<file path="config.mk">
export PLATFORM = sky130hd
export DESIGN_NAME = incpos_fmt
export DESIGN_NICKNAME = d
export VERILOG_FILES = /design/src/rtl/incpos_pkg.sv /design/src/rtl/incpos_quad.sv /design/src/rtl/incpos_pulse.sv /design/src/rtl/incpos_mux.sv /design/src/rtl/incpos_fmt.sv
export SDC_FILE = /design/constraint.sdc
export NUM_CORES = 1
export LEC_CHECK = 0
export BUFFER_PORTS_ARGS = -buffer_cell sky130_fd_sc_hd__buf_2
export CORE_MARGIN = 5
export CORE_UTILIZATION = 39
export DETAILED_ROUTE_END_ITERATION = 7
export SLEW_MARGIN = 10
export SYNTH_ARGS = -nofsm -noshare
export SYNTH_HDL_FRONTEND = slang
export SYNTH_SLANG_ARGS = --single-unit
</file>
<file path="constraint.sdc">
create_clock -name clk -period 2.2 [get_ports clk]
set_clock_uncertainty 0.2 [all_clocks]
set_input_delay 0.22 -clock clk [delete_from_list [all_inputs] [get_ports clk]]
set_output_delay 0.22 -clock clk [all_outputs]
set_load 0.005 [all_outputs]
</file>
<file path="src/rtl/incpos_pkg.sv">
package incpos_pkg;

  localparam logic [3:0] MODE_QUAD    = 4'h0;
  localparam logic [3:0] MODE_FORCE_0 = 4'h8;
  localparam logic [3:0] MODE_FORCE_1 = 4'h9;
  localparam logic [3:0] MODE_COUNTER = 4'hF;

  typedef enum logic [1:0] {
    PG_IDLE  = 2'd0,
    PG_SETUP = 2'd1,
    PG_LOW   = 2'd2
  } pg_state_t;

  typedef struct packed {
    logic c0p;
    logic c0n;
    logic c1p;
    logic c1n;
    logic c2p;
    logic c2n;
    logic flt;
  } pins_t;

  // position index of the quadrature cycle, moved one place per step
  function automatic logic [1:0] quad_step(input logic [1:0] pos, input logic down);
    return down ? pos - 2'd1 : pos + 2'd1;
  endfunction

  // Gray pattern {B,A} for a position index: 0->00, 1->01, 2->11, 3->10
  function automatic logic [1:0] quad_gray(input logic [1:0] pos);
    return pos ^ (pos >> 1);
  endfunction

endpackage

</file>
<file path="src/rtl/incpos_quad.sv">
module incpos_quad
  import incpos_pkg::*;
(
  input  logic clk,
  input  logic rst_n,
  input  logic step,
  input  logic dir,
  input  logic index,
  output logic qa,
  output logic qb,
  output logic qz
);

  logic [1:0] pos_q;
  logic       z_q;

  always_ff @(posedge clk or negedge rst_n) begin
    if (!rst_n) begin
      pos_q <= 2'd0;
      z_q   <= 1'b0;
    end else begin
      z_q <= index;
      if (step) pos_q <= quad_step(pos_q, dir);
    end
  end

  logic [1:0] gray;
  assign gray = quad_gray(pos_q);
  assign qa   = gray[0];
  assign qb   = gray[1];
  assign qz   = z_q;

endmodule

</file>
<file path="src/rtl/incpos_pulse.sv">
module incpos_pulse
  import incpos_pkg::*;
#(
  parameter int SETUP_CYC = 1,
  parameter int PULSE_CYC = 11
) (
  input  logic clk,
  input  logic rst_n,
  input  logic en,
  input  logic step,
  input  logic dir,
  output logic cpd_n,
  output logic cpu_n,
  output logic cp_n,
  output logic dir_o,
  output logic ovf,
  output logic ovf_evt,
  output logic low_phase
);

  localparam int MAXC = (SETUP_CYC > PULSE_CYC) ? SETUP_CYC : PULSE_CYC;
  localparam int CW   = $clog2(MAXC + 1);
  localparam logic [CW-1:0] SETUP_LD = CW'(SETUP_CYC - 1);
  localparam logic [CW-1:0] PULSE_LD = CW'(PULSE_CYC - 1);

  pg_state_t     state_q;
  logic [CW-1:0] cnt_q;
  logic          dir_q;
  logic          pend_v_q;
  logic          pend_dir_q;
  logic          ovf_q;

  logic busy, last_low, take, stash;

  assign busy     = (state_q != PG_IDLE);
  assign last_low = (state_q == PG_LOW) && (cnt_q == '0);
  assign take     = last_low && pend_v_q;
  assign stash    = en && step && busy && (!pend_v_q || take);
  assign ovf_evt  = en && step && busy && pend_v_q && !take;

  always_ff @(posedge clk or negedge rst_n) begin
    if (!rst_n) begin
      state_q    <= PG_IDLE;
      cnt_q      <= '0;
      dir_q      <= 1'b0;
      pend_v_q   <= 1'b0;
      pend_dir_q <= 1'b0;
      ovf_q      <= 1'b0;
    end else if (!en) begin
      state_q    <= PG_IDLE;
      cnt_q      <= '0;
      dir_q      <= 1'b0;
      pend_v_q   <= 1'b0;
      pend_dir_q <= 1'b0;
      ovf_q      <= 1'b0;
    end else begin
      case (state_q)
        PG_IDLE: begin
          if (step) begin
            state_q <= PG_SETUP;
            cnt_q   <= SETUP_LD;
            dir_q   <= dir;
          end
        end
        PG_SETUP: begin
          if (cnt_q == '0) begin
            state_q <= PG_LOW;
            cnt_q   <= PULSE_LD;
          end else begin
            cnt_q <= cnt_q - 1'b1;
          end
        end
        PG_LOW: begin
          if (cnt_q == '0) begin
            if (pend_v_q) begin
              state_q <= PG_SETUP;
              cnt_q   <= SETUP_LD;
              dir_q   <= pend_dir_q;
            end else begin
              state_q <= PG_IDLE;
            end
          end else begin
            cnt_q <= cnt_q - 1'b1;
          end
        end
        default: state_q <= PG_IDLE;
      endcase

      if (stash) begin
        pend_v_q   <= 1'b1;
        pend_dir_q <= dir;
      end else if (take) begin
        pend_v_q <= 1'b0;
      end

      if (ovf_evt) ovf_q <= 1'b1;
    end
  end

  assign low_phase = (state_q == PG_LOW);
  assign cp_n      = !low_phase;
  assign cpd_n     = !(low_phase && dir_q);
  assign cpu_n     = !(low_phase && !dir_q);
  assign dir_o     = dir_q;
  assign ovf       = ovf_q;

endmodule

</file>
<file path="src/rtl/incpos_mux.sv">
module incpos_mux
  import incpos_pkg::*;
(
  input  logic [3:0] mode,
  input  logic       qa,
  input  logic       qb,
  input  logic       qz,
  input  logic       cpd_n,
  input  logic       cpu_n,
  input  logic       cp_n,
  input  logic       cdir,
  input  logic       ovf,
  output pins_t      pins
);

  always_comb begin
    // safe idle: clocks high, reset and load inactive
    pins = '{c0p: 1'b1, c0n: 1'b1, c1p: 1'b1, c1n: 1'b0,
             c2p: 1'b0, c2n: 1'b1, flt: 1'b0};
    case (mode)
      MODE_QUAD: begin
        pins = '{c0p: qa, c0n: !qa, c1p: qb, c1n: !qb,
                 c2p: qz, c2n: !qz, flt: 1'b0};
      end
      MODE_COUNTER: begin
        pins = '{c0p: cpd_n, c0n: cpu_n, c1p: cp_n, c1n: cdir,
                 c2p: qz, c2n: !qz, flt: ovf};
      end
      MODE_FORCE_0: pins = '0;
      MODE_FORCE_1: pins = '1;
      default: ;
    endcase
  end

endmodule

</file>
<file path="src/rtl/incpos_fmt.sv">
module incpos_fmt
  import incpos_pkg::*;
#(
  parameter int SETUP_CYC = 1,
  parameter int PULSE_CYC = 11
) (
  input  logic       clk,
  input  logic       rst_n,
  input  logic [3:0] mode_i,
  input  logic       step_i,
  input  logic       dir_i,
  input  logic       index_i,
  output logic       ch0_p,
  output logic       ch0_n,
  output logic       ch1_p,
  output logic       ch1_n,
  output logic       ch2_p,
  output logic       ch2_n,
  output logic       fault_o
);

  logic  qa, qb, qz;
  logic  cpd_n, cpu_n, cp_n, cdir, ovf;
  logic  ovf_evt, low_phase, cnt_en;
  pins_t pins;

  assign cnt_en = (mode_i == MODE_COUNTER);

  incpos_quad u_quad (
    .clk   (clk),
    .rst_n (rst_n),
    .step  (step_i),
    .dir   (dir_i),
    .index (index_i),
    .qa    (qa),
    .qb    (qb),
    .qz    (qz)
  );

  incpos_pulse #(
    .SETUP_CYC (SETUP_CYC),
    .PULSE_CYC (PULSE_CYC)
  ) u_pulse (
    .clk       (clk),
    .rst_n     (rst_n),
    .en        (cnt_en),
    .step      (step_i),
    .dir       (dir_i),
    .cpd_n     (cpd_n),
    .cpu_n     (cpu_n),
    .cp_n      (cp_n),
    .dir_o     (cdir),
    .ovf       (ovf),
    .ovf_evt   (ovf_evt),
    .low_phase (low_phase)
  );

  incpos_mux u_mux (
    .mode  (mode_i),
    .qa    (qa),
    .qb    (qb),
    .qz    (qz),
    .cpd_n (cpd_n),
    .cpu_n (cpu_n),
    .cp_n  (cp_n),
    .cdir  (cdir),
    .ovf   (ovf),
    .pins  (pins)
  );

  assign ch0_p   = pins.c0p;
  assign ch0_n   = pins.c0n;
  assign ch1_p   = pins.c1p;
  assign ch1_n   = pins.c1n;
  assign ch2_p   = pins.c2p;
  assign ch2_n   = pins.c2n;
  assign fault_o = pins.flt;

endmodule

</file>
==> out/summary.txt, run 1 <==
remaining antenna violation count after routing = 0
initial antenna violation count = 0
GRT Util Overall = 0.133
wire length of the first global-routing pass = 3.46 mm
Post-Synthesis Cells = 105
DP Wirelength = 1.50 mm
Synth Register Bits = 13
WS Path Type = reg2out
setup TNS = 0 ps
worst hold path cell count = 2
Synth Net Count = 119
Port Buffers = 15
post-route insts no fill = 155
maximum number of pins on one net before global-route repair = 14
Worst Reg-to-Reg Cells = 6
Die Width = 58.2 um
P&R area growth vs syn = 21.4%
clock buffer depth = 2
Place WS = 204 ps
TritonCTS clock tree = yes
outcome = completed
Die Area = 3390 um^2
synthesized cell area = 907 um^2
DR pass1 iterations = 4
Pleak = 0.480 nW
ant diodes = 0
clock sinks = 13
Std-Cell Rows = 17
Max Cap Violations = 0
Yosys cell types = 38
endpoint type of the worst setup path = output pin
Slew Limit Headroom = 0.665
final setup margin = 139 ps
CTS Root Cell = clkbuf_4
starting density of the core = 0.410
commonest non-fill, non-tap cell in the layout = buf_2
reg-to-reg startpoint = u_pulse.state_q[0]$_DFFE_PN0P_
Setup-failing EPs final = 0
register area = 325 um^2
RSZ-0062 raised after global routing = no
Slew @ Worst Pin = 498 ps
total CTS buffers = 3
core area = 2210 um^2
startpoint types = flip-flop
CP required = 1780 ps
RD Place Congestion = 0.785
Fillers = 215
I/O pin total = 16
H-tree levels = 1
Fmax = 485 MHz
setup slack, reg-to-reg = 180 ps
WL per Instance = 13.4 um
drt via density = 5.46
WL final = 2.08 mm
worst reg2reg endpoint = u_pulse.cnt_q[0]$_DFFE_PN0P_
ys async rst share = 1.00
hold wc startpoint = dir_i
Max VDD drop = 0.000338 V
YS warnings = 0
EDFF count, synth = 0
HP Class = in2reg
vias in the first global route = 793
final hold viol count = 0
Final nets = 142
worst hold endpoint = u_pulse.pend_dir_q$_DFFE_PN0P_
clock latency on the worst-skew pair = 280 ps
pwr dens = 506 nW/um^2
DRT iter0 DRCs = 21
CTS clk-pin slew, worst paths = 80 ps
fraction of layout cells with a size suffix above 1 = 0.220
vias = 847
Worst Path Max Fanout = 7
Final Cycle Share = 0.937
Post-Syn Area per Cell = 8.64 um^2
final hold slack = 22.3 ps
Placed Instances = 148
Die Y-Extent = 58.2 um
area occupied by multi-input gates = 557 um^2
post-CTS setup buffer count = 0
critical path arrival = 1640 ps
Slew Viols, Final = 0
post-route minimum period = 2060 ps
commonest non-fill, non-tap cells in the layout = 15 x buf_2, 13 x dfrtp_1, 10 x nor2_1, 10 x nand2_1, 7 x a21oi_1
Remaining DRCs = 0
GRT overflow = 0
sequential share of the synthesized area = 0.359
Main synth FF type = dfrtp_1
[cells by family after synthesis]
logic type / count (synthesis) / share of synthesized area
DFF: 13 / 0.359
muxes: 3 / 0.0345
AOI/OAI and AO/OA: 29 / 0.219
xor gates and xnor gates: 4 / 0.0386
buffers and inverters: 9 / 0.0414
adders and majority gates: 5 / 0.0690
and+or+nand+nor: 42 / 0.239
[worst max-delay path, cell delays in order, from the launching register on]
cell and delay, ps:
dfrtp_1 430, inv_1 140, ha_4 190, a2bb2oi_1 100
or3_1 370, buf_2 130
[per-stage QoR]
step           utilization  area (um^2)  power, mW
6_report             0.498         1100      0.557
3_3_place_gp         0.467         1030      0.399
5_1_grt              0.498         1100      0.589
3_5_place_dp         0.467         1030      0.405
2_1_floorplan            -          907      0.366
4_1_cts              0.492         1090      0.563
[per-layer routing]
layer  vias to the layer above  routed length, um  global-route usage
li1                        425                  -                   -
met1                       399                941               0.160
met2                        19                964               0.216
met3                         4                133              0.0312
met4                         0                 44              0.0762
met5                         -                  0                   0
[synth_stat cells (3+ instances only)]
| library cell | n | share of area |
|---|---|---|
| dfrtp_1 | 13 | 0.36 |
| nand2_1 | 10 | 0.041 |
| nor2_1 | 10 | 0.041 |
| a21oi_1 | 7 | 0.039 |
| ha_1 | 5 | 0.069 |
| o21ai_0 | 5 | 0.028 |
| inv_1 | 4 | 0.017 |
| nor3_1 | 4 | 0.022 |
| buf_2 | 3 | 0.017 |
| nand2b_1 | 3 | 0.021 |
| nor2b_1 | 3 | 0.021 |
| nor4_1 | 3 | 0.021 |
[state kept, by name (all words and copies together), names as in the netlist]
register            cells
u_pulse.cnt_q           4
u_pulse.state_q         2
u_quad.pos_q            2
u_pulse.dir_o           1
u_pulse.ovf             1
u_pulse.pend_dir_q      1
u_pulse.pend_v_q        1
u_quad.qz               1
[worst max-delay path by stage]
stage	endpoint	from	depth (start not counted)
2_1_floorplan	u_pulse.cnt_q[0]$_DFFE_PN0P_	u_pulse.cnt_q[1]$_DFFE_PN0P_	4
3_3_place_gp	u_pulse.cnt_q[0]$_DFFE_PN0P_	u_pulse.state_q[0]$_DFFE_PN0P_	5
3_5_place_dp	u_pulse.cnt_q[0]$_DFFE_PN0P_	u_pulse.state_q[0]$_DFFE_PN0P_	5
4_1_cts	ch0_p	u_pulse.state_q[0]$_DFFE_PN0P_	5
5_1_grt	u_pulse.cnt_q[0]$_DFFE_PN0P_	u_pulse.state_q[1]$_DFFE_PN0P_	6
6_report	ch0_p	u_pulse.state_q[0]$_DFFE_PN0P_	5
[report_power, final]
group	internal, mW	switching, mW
clock network	0.0704	0.0836
logic	0.0598	0.0551
registers	0.260	0.0283
[what timing repair did]
item	4_1_cts	5_1_grt
resized for setup	0	2
setup endpoints to repair	0	1
endpoints found under the hold margin	15	0
hold buffers	3	0
[area by class of cell]
type	count	area share
clock buffer	4	0.0239
inverter	4	0.0136
multi-input combinational	83	0.506
sequential	13	0.295
tap	28	0.0318
timing repair buffer	23	0.130
(Power assumes the default switching activity.)
==> run 2: changes to the inputs <==
--- a/config.mk
+++ b/config.mk
@@ -7,7 +7,7 @@
 export LEC_CHECK = 0
 export BUFFER_PORTS_ARGS = -buffer_cell sky130_fd_sc_hd__buf_2
 export CORE_MARGIN = 5
-export CORE_UTILIZATION = 39
+export CORE_UTILIZATION = 35
 export DETAILED_ROUTE_END_ITERATION = 7
 export SLEW_MARGIN = 10
 export SYNTH_ARGS = -nofsm -noshare
==> out/summary.txt, run 2 (synthesis gave the netlist of run 1 again) <==
outcome = completed
Slew @ Worst Pin = 498 ps
final setup margin = 139 ps
Switch Pwr = 0.163 mW
critical path arrival = 1640 ps
commonest non-fill, non-tap cell in the layout = buf_2
Worst Setup SP = u_pulse.state_q[0]$_DFFE_PN0P_
DRT iter0 DRCs = 48
Fmax = 485 MHz
clock sinks = 13
Max Cap Violations = 0
total CTS buffers = 3
RD Place Congestion = 0.813
drt via density = 5.27
endpoint type of the worst setup path = output pin
commonest non-fill, non-tap cells in the layout = 15 x buf_2, 13 x dfrtp_1, 10 x nor2_1, 10 x nand2_1, 7 x a21oi_1
Largest register FFs = 4
hold wc startpoint = dir_i
Reg with most FFs = u_pulse.cnt_q
ant diodes = 0
max incr delay on CP = 440 ps
Setup-failing EPs final = 0
biggest regs = u_pulse.cnt_q (4), u_pulse.state_q (2), u_quad.pos_q (2)
CTS clk-pin slew, worst paths = 80 ps
RSZ-0062 raised after global routing = no
Max VDD drop = 0.000249 V
WS Path Type = reg2out
Final Cycle Share = 0.937
switching share of power = 0.295
clock latency on the worst-skew pair = 280 ps
Slew Limit Headroom = 0.665
Std-Cell Rows = 18
core area = 2480 um^2
fraction of layout cells with a size suffix above 1 = 0.220
CTS Root Cell = clkbuf_4
DP Wirelength = 1.48 mm
cell-internal power = 0.390 mW
Worst Path Max Fanout = 7
DR pass1 iterations = 6
Final Core Density = 0.445
Final nets = 142
maximum number of pins on one net before global-route repair = 14
P&R area growth vs syn = 21.7%
WL final = 2.03 mm
H-tree levels = 1
Pleak = 0.480 nW
Place WS = 186 ps
TritonCTS clock tree = yes
reg-to-reg startpoint = u_pulse.state_q[0]$_DFFE_PN0P_
vias = 828
remaining antenna violation count after routing = 0
share of power burned in registers = 0.521
final instance area = 1100 um^2
Slew Viols, Final = 0
post-route minimum period = 2060 ps
Die Width = 60.9 um
setup TNS = 0 ps
startpoint types = flip-flop
Remaining DRCs = 0
post-CTS setup buffer count = 0
initial antenna violation count = 0
Port Buffers = 15
clock buffer depth = 2
Die Y-Extent = 60.9 um
CP top delay family = flip-flops
pwr dens = 501 nW/um^2
area post-placement = 1030 um^2
Fillers = 260
vias in the first global route = 764
Die Area = 3710 um^2
GRT Util Overall = 0.124
CP required = 1780 ps
HP Class = in2reg
wire length of the first global-routing pass = 3.36 mm
starting density of the core = 0.366
cell with the largest stage delay on the worst path = dfrtp_1
I/O pin total = 16
WL per Instance = 12.9 um
CP bufs+invs = 2
crit path cell chain = inv_1 > ha_4 > a2bb2oi_1 > or3_1 > buf_2
logic gate share of total power = 0.204
clock network power share = 0.276
GRT overflow = 0
final hold viol count = 0
run 2: cell counts in the layout (fill, tap and decap cells not counted):
No cell type changed its count.
run 2: path summary, 6_finish.rpt:
path,end,slack [ps],cells past startpoint
setup / recovery,ch0_p,140,5
hold reg to reg,u_pulse.ovf$_DFFE_PN0P_,300,1
setup reg to reg,u_pulse.cnt_q[0]$_DFFE_PN0P_,150,6
min in group asynchronous,u_pulse.pend_dir_q$_DFFE_PN0P_,150,2
hold / removal,u_pulse.pend_dir_q$_DFFE_PN0P_,30,2
max in group asynchronous,u_pulse.cnt_q[0]$_DFFE_PN0P_,1420,2
run 2: area by class of cell:
class / instances / area (um^2) / area share
well taps: 30 / 37.5 / 0.0340
clock buffers: 4 / 26.3 / 0.0238
inverters: 4 / 15.0 / 0.0136
flip-flops and latches: 13 / 325 / 0.295
multi-input cells: 83 / 557 / 0.505
repair buffers: 23 / 143 / 0.129
run 2: repair_timing:
item,in CTS,in global routing
endpoints found under the setup margin,0,1
hold buffers,3,0
resized for setup,0,2
endpoints found under the hold margin,15,0
run 2: worst reg2reg max path, cell delays in order, from the launching register on:
cell      delay, ps
dfrtp_1         440
inv_1           140
ha_1            300
nand2b_1        160
o31ai_1         120
o21a_1          250
mux2_2          340
run 2: power groups by stage:
stage	clock, mW	sequential, mW	combinational, mW
after floorplan	0	0.287	0.0791
after global placement	0	0.291	0.109
after detailed placement	0	0.293	0.109
after CTS	0.159	0.288	0.113
after global routing	0.171	0.291	0.125
final	0.153	0.288	0.113
run 2: metrics by stage:
stage	power [mW]	instances	hold slack, ps
final	0.553	157	34.2
after floorplan	0.366	105	-276
after global routing	0.586	157	40.0
after CTS	0.560	157	30.3
after detailed placement	0.402	150	-65.6
after global placement	0.400	150	-66.9
run 2: per-layer routing:
layer | vias to the layer above | track usage | part of all wire
li1 | 430 | - | -
met2 | 20 | 0.198 | 0.46
met4 | 0 | 0.0743 | 0.022
met3 | 4 | 0.0191 | 0.061
met5 | - | 0 | 0
met1 | 374 | 0.156 | 0.46
==> run 3: changes to the inputs <==
==> constraint.sdc (replaced) <==
create_clock -name clk -period 2.2 [get_ports clk]
set_clock_uncertainty 0.2 [all_clocks]
set_input_delay 0.22 -clock clk [delete_from_list [all_inputs] [get_ports clk]]
set_output_delay 0.22 -clock clk [all_outputs]
set_load 0.02 [all_outputs]
==> out/summary.txt, run 3 (synthesis gave the netlist of run 1 again) <==
outcome = completed
clock buffer depth = 2
Switch Pwr = 0.167 mW
cell-internal power = 0.390 mW
final instance area = 1100 um^2
TritonCTS clock tree = yes
Slew @ Worst Pin = 488 ps
critical path arrival = 1650 ps
register area = 327 um^2
WL final = 2.05 mm
post-route minimum period = 2070 ps
share of power burned in registers = 0.516
met3 global-route usage = 0.0191
clock network power share = 0.265
RSZ-0062 raised after global routing = no
CP required = 1780 ps
P&R area growth vs syn = 21.8%
final hold viol count = 0
endpoint type of the worst setup path = output pin
clock sinks = 13
clock latency on the worst-skew pair = 270 ps
startpoint types = flip-flop
core area = 2480 um^2
Std-Cell Rows = 18
DR pass1 iterations = 4
met2 Use GR = 0.221
area occupied by multi-input gates = 557 um^2
Pleak = 0.478 nW
max incr delay on CP = 440 ps
cell with the largest stage delay on the worst path = dfrtp_2
Port Buffers = 15
GRT Util Overall = 0.132
vias in the first global route = 823
Remaining DRCs = 0
crit path cell chain = inv_1 > ha_4 > a2bb2oi_1 > or3_1 > buf_2
CTS Root Cell = clkbuf_4
Fmax = 484 MHz
CP top delay family = flip-flops
met1 usage = 0.162
DRT iter0 DRCs = 45
WL per Instance = 13.0 um
fraction of layout cells with a size suffix above 1 = 0.228
wire length of the first global-routing pass = 3.66 mm
RD Place Congestion = 0.825
Slew Viols, Final = 0
Final Cycle Share = 0.940
Fillers = 258
layer with the highest usage = met2
area post-placement = 1030 um^2
CP bufs+invs = 2
Largest register FFs = 4
initial antenna violation count = 0
H-tree levels = 1
drt via density = 5.34
Die Width = 60.9 um
Max Cap Violations = 0
commonest non-fill, non-tap cell in the layout = buf_2
GRT overflow = 0
Slew Limit Headroom = 0.671
Worst Path Max Fanout = 6
Reg with most FFs = u_pulse.cnt_q
Die Area = 3710 um^2
pwr dens = 504 nW/um^2
starting density of the core = 0.366
ant diodes = 0
remaining antenna violation count after routing = 0
post-CTS setup buffer count = 0
vias = 839
Max VDD drop = 0.000308 V
biggest regs = u_pulse.cnt_q (4), u_pulse.state_q (2), u_quad.pos_q (2)
Setup-failing EPs final = 0
commonest non-fill, non-tap cells in the layout = 15 x buf_2, 12 x dfrtp_1, 10 x nor2_1, 10 x nand2_1, 7 x a21oi_1
setup TNS = 0 ps
WS Path Type = reg2out
switching share of power = 0.300
HP Class = in2reg
maximum number of pins on one net before global-route repair = 14
Die Y-Extent = 60.9 um
DP Wirelength = 1.57 mm
logic gate share of total power = 0.219
CTS clk-pin slew, worst paths = 80 ps
I/O pin total = 16
Final nets = 142
total CTS buffers = 3
-- run 3: changes by cell type in the layout (fill, tap and decap cells not counted) --
cell     before  now
dfrtp_1      13   12
dfrtp_2       0    1
-- run 3: worst register-to-register path, stage by stage, from the launching register on --
cell and delay (ps):
dfrtp_1 440, inv_1 140, ha_1 300, nand2b_1 150
o31ai_1 120, o21a_1 250, mux2_2 340
-- run 3: final timing paths --
kind	slack [ps]	depth (start not counted)	start	end
worst max-delay path	130	5	u_pulse.state_q[0]$_DFFE_PN0P_	ch0_p
worst min-delay path	40	2	dir_i	u_pulse.pend_dir_q$_DFFE_PN0P_
worst max register to register	150	6	u_pulse.state_q[1]$_DFFE_PN0P_	u_pulse.cnt_q[0]$_DFFE_PN0P_
worst min register to register	300	1	u_pulse.ovf$_DFFE_PN0P_	u_pulse.ovf$_DFFE_PN0P_
max in group asynchronous	1390	2	rst_n	u_pulse.state_q[0]$_DFFE_PN0P_
min in group asynchronous	160	2	rst_n	u_pulse.ovf$_DFFE_PN0P_
-- run 3: stage by stage --
| stage | hold WS, ps | power (mW) | utilization | setup WS (ps) | cells |
|---|---|---|---|---|---|
| floorplan | -276 | 0.373 | - | 253 | 105 |
| global placement | -67.1 | 0.406 | 0.418 | 243 | 150 |
| detailed placement | -66.3 | 0.411 | 0.418 | 169 | 150 |
| CTS | 34.4 | 0.568 | 0.440 | 9.98 | 157 |
| global route | 41.7 | 0.596 | 0.446 | 22.0 | 157 |
| finish | 40.4 | 0.557 | 0.446 | 132 | 157 |
-- run 3: area by class of cell --
cell class | instances | share of cell area
clock buffers | 4 | 0.0238
inverters | 4 | 0.0136
multi-input cells | 83 | 0.504
flip-flops and latches | 13 | 0.296
well taps | 30 | 0.0340
repair buffers | 23 | 0.129
-- run 3: power by group through the flow --
stage	clock [mW]	sequential (mW)	combinational [mW]
global route	0.167	0.292	0.137
finish	0.148	0.287	0.122
CTS	0.156	0.288	0.123
global placement	0	0.291	0.115
floorplan	0	0.287	0.0861
detailed placement	0	0.293	0.118
-- run 3: routing by layer --
metal | wire (um) | part of all wire
met4 | 46 | 0.022
met5 | 0 | 0
met3 | 105 | 0.051
met2 | 927 | 0.45
met1 | 967 | 0.47
-- run 3: what timing repair did --
item / CTS / global route
resized for setup: 0 / 3
hold buffers: 3 / 0
endpoints found under the setup margin: 0 / 4
hold endpoints to repair: 15 / 0
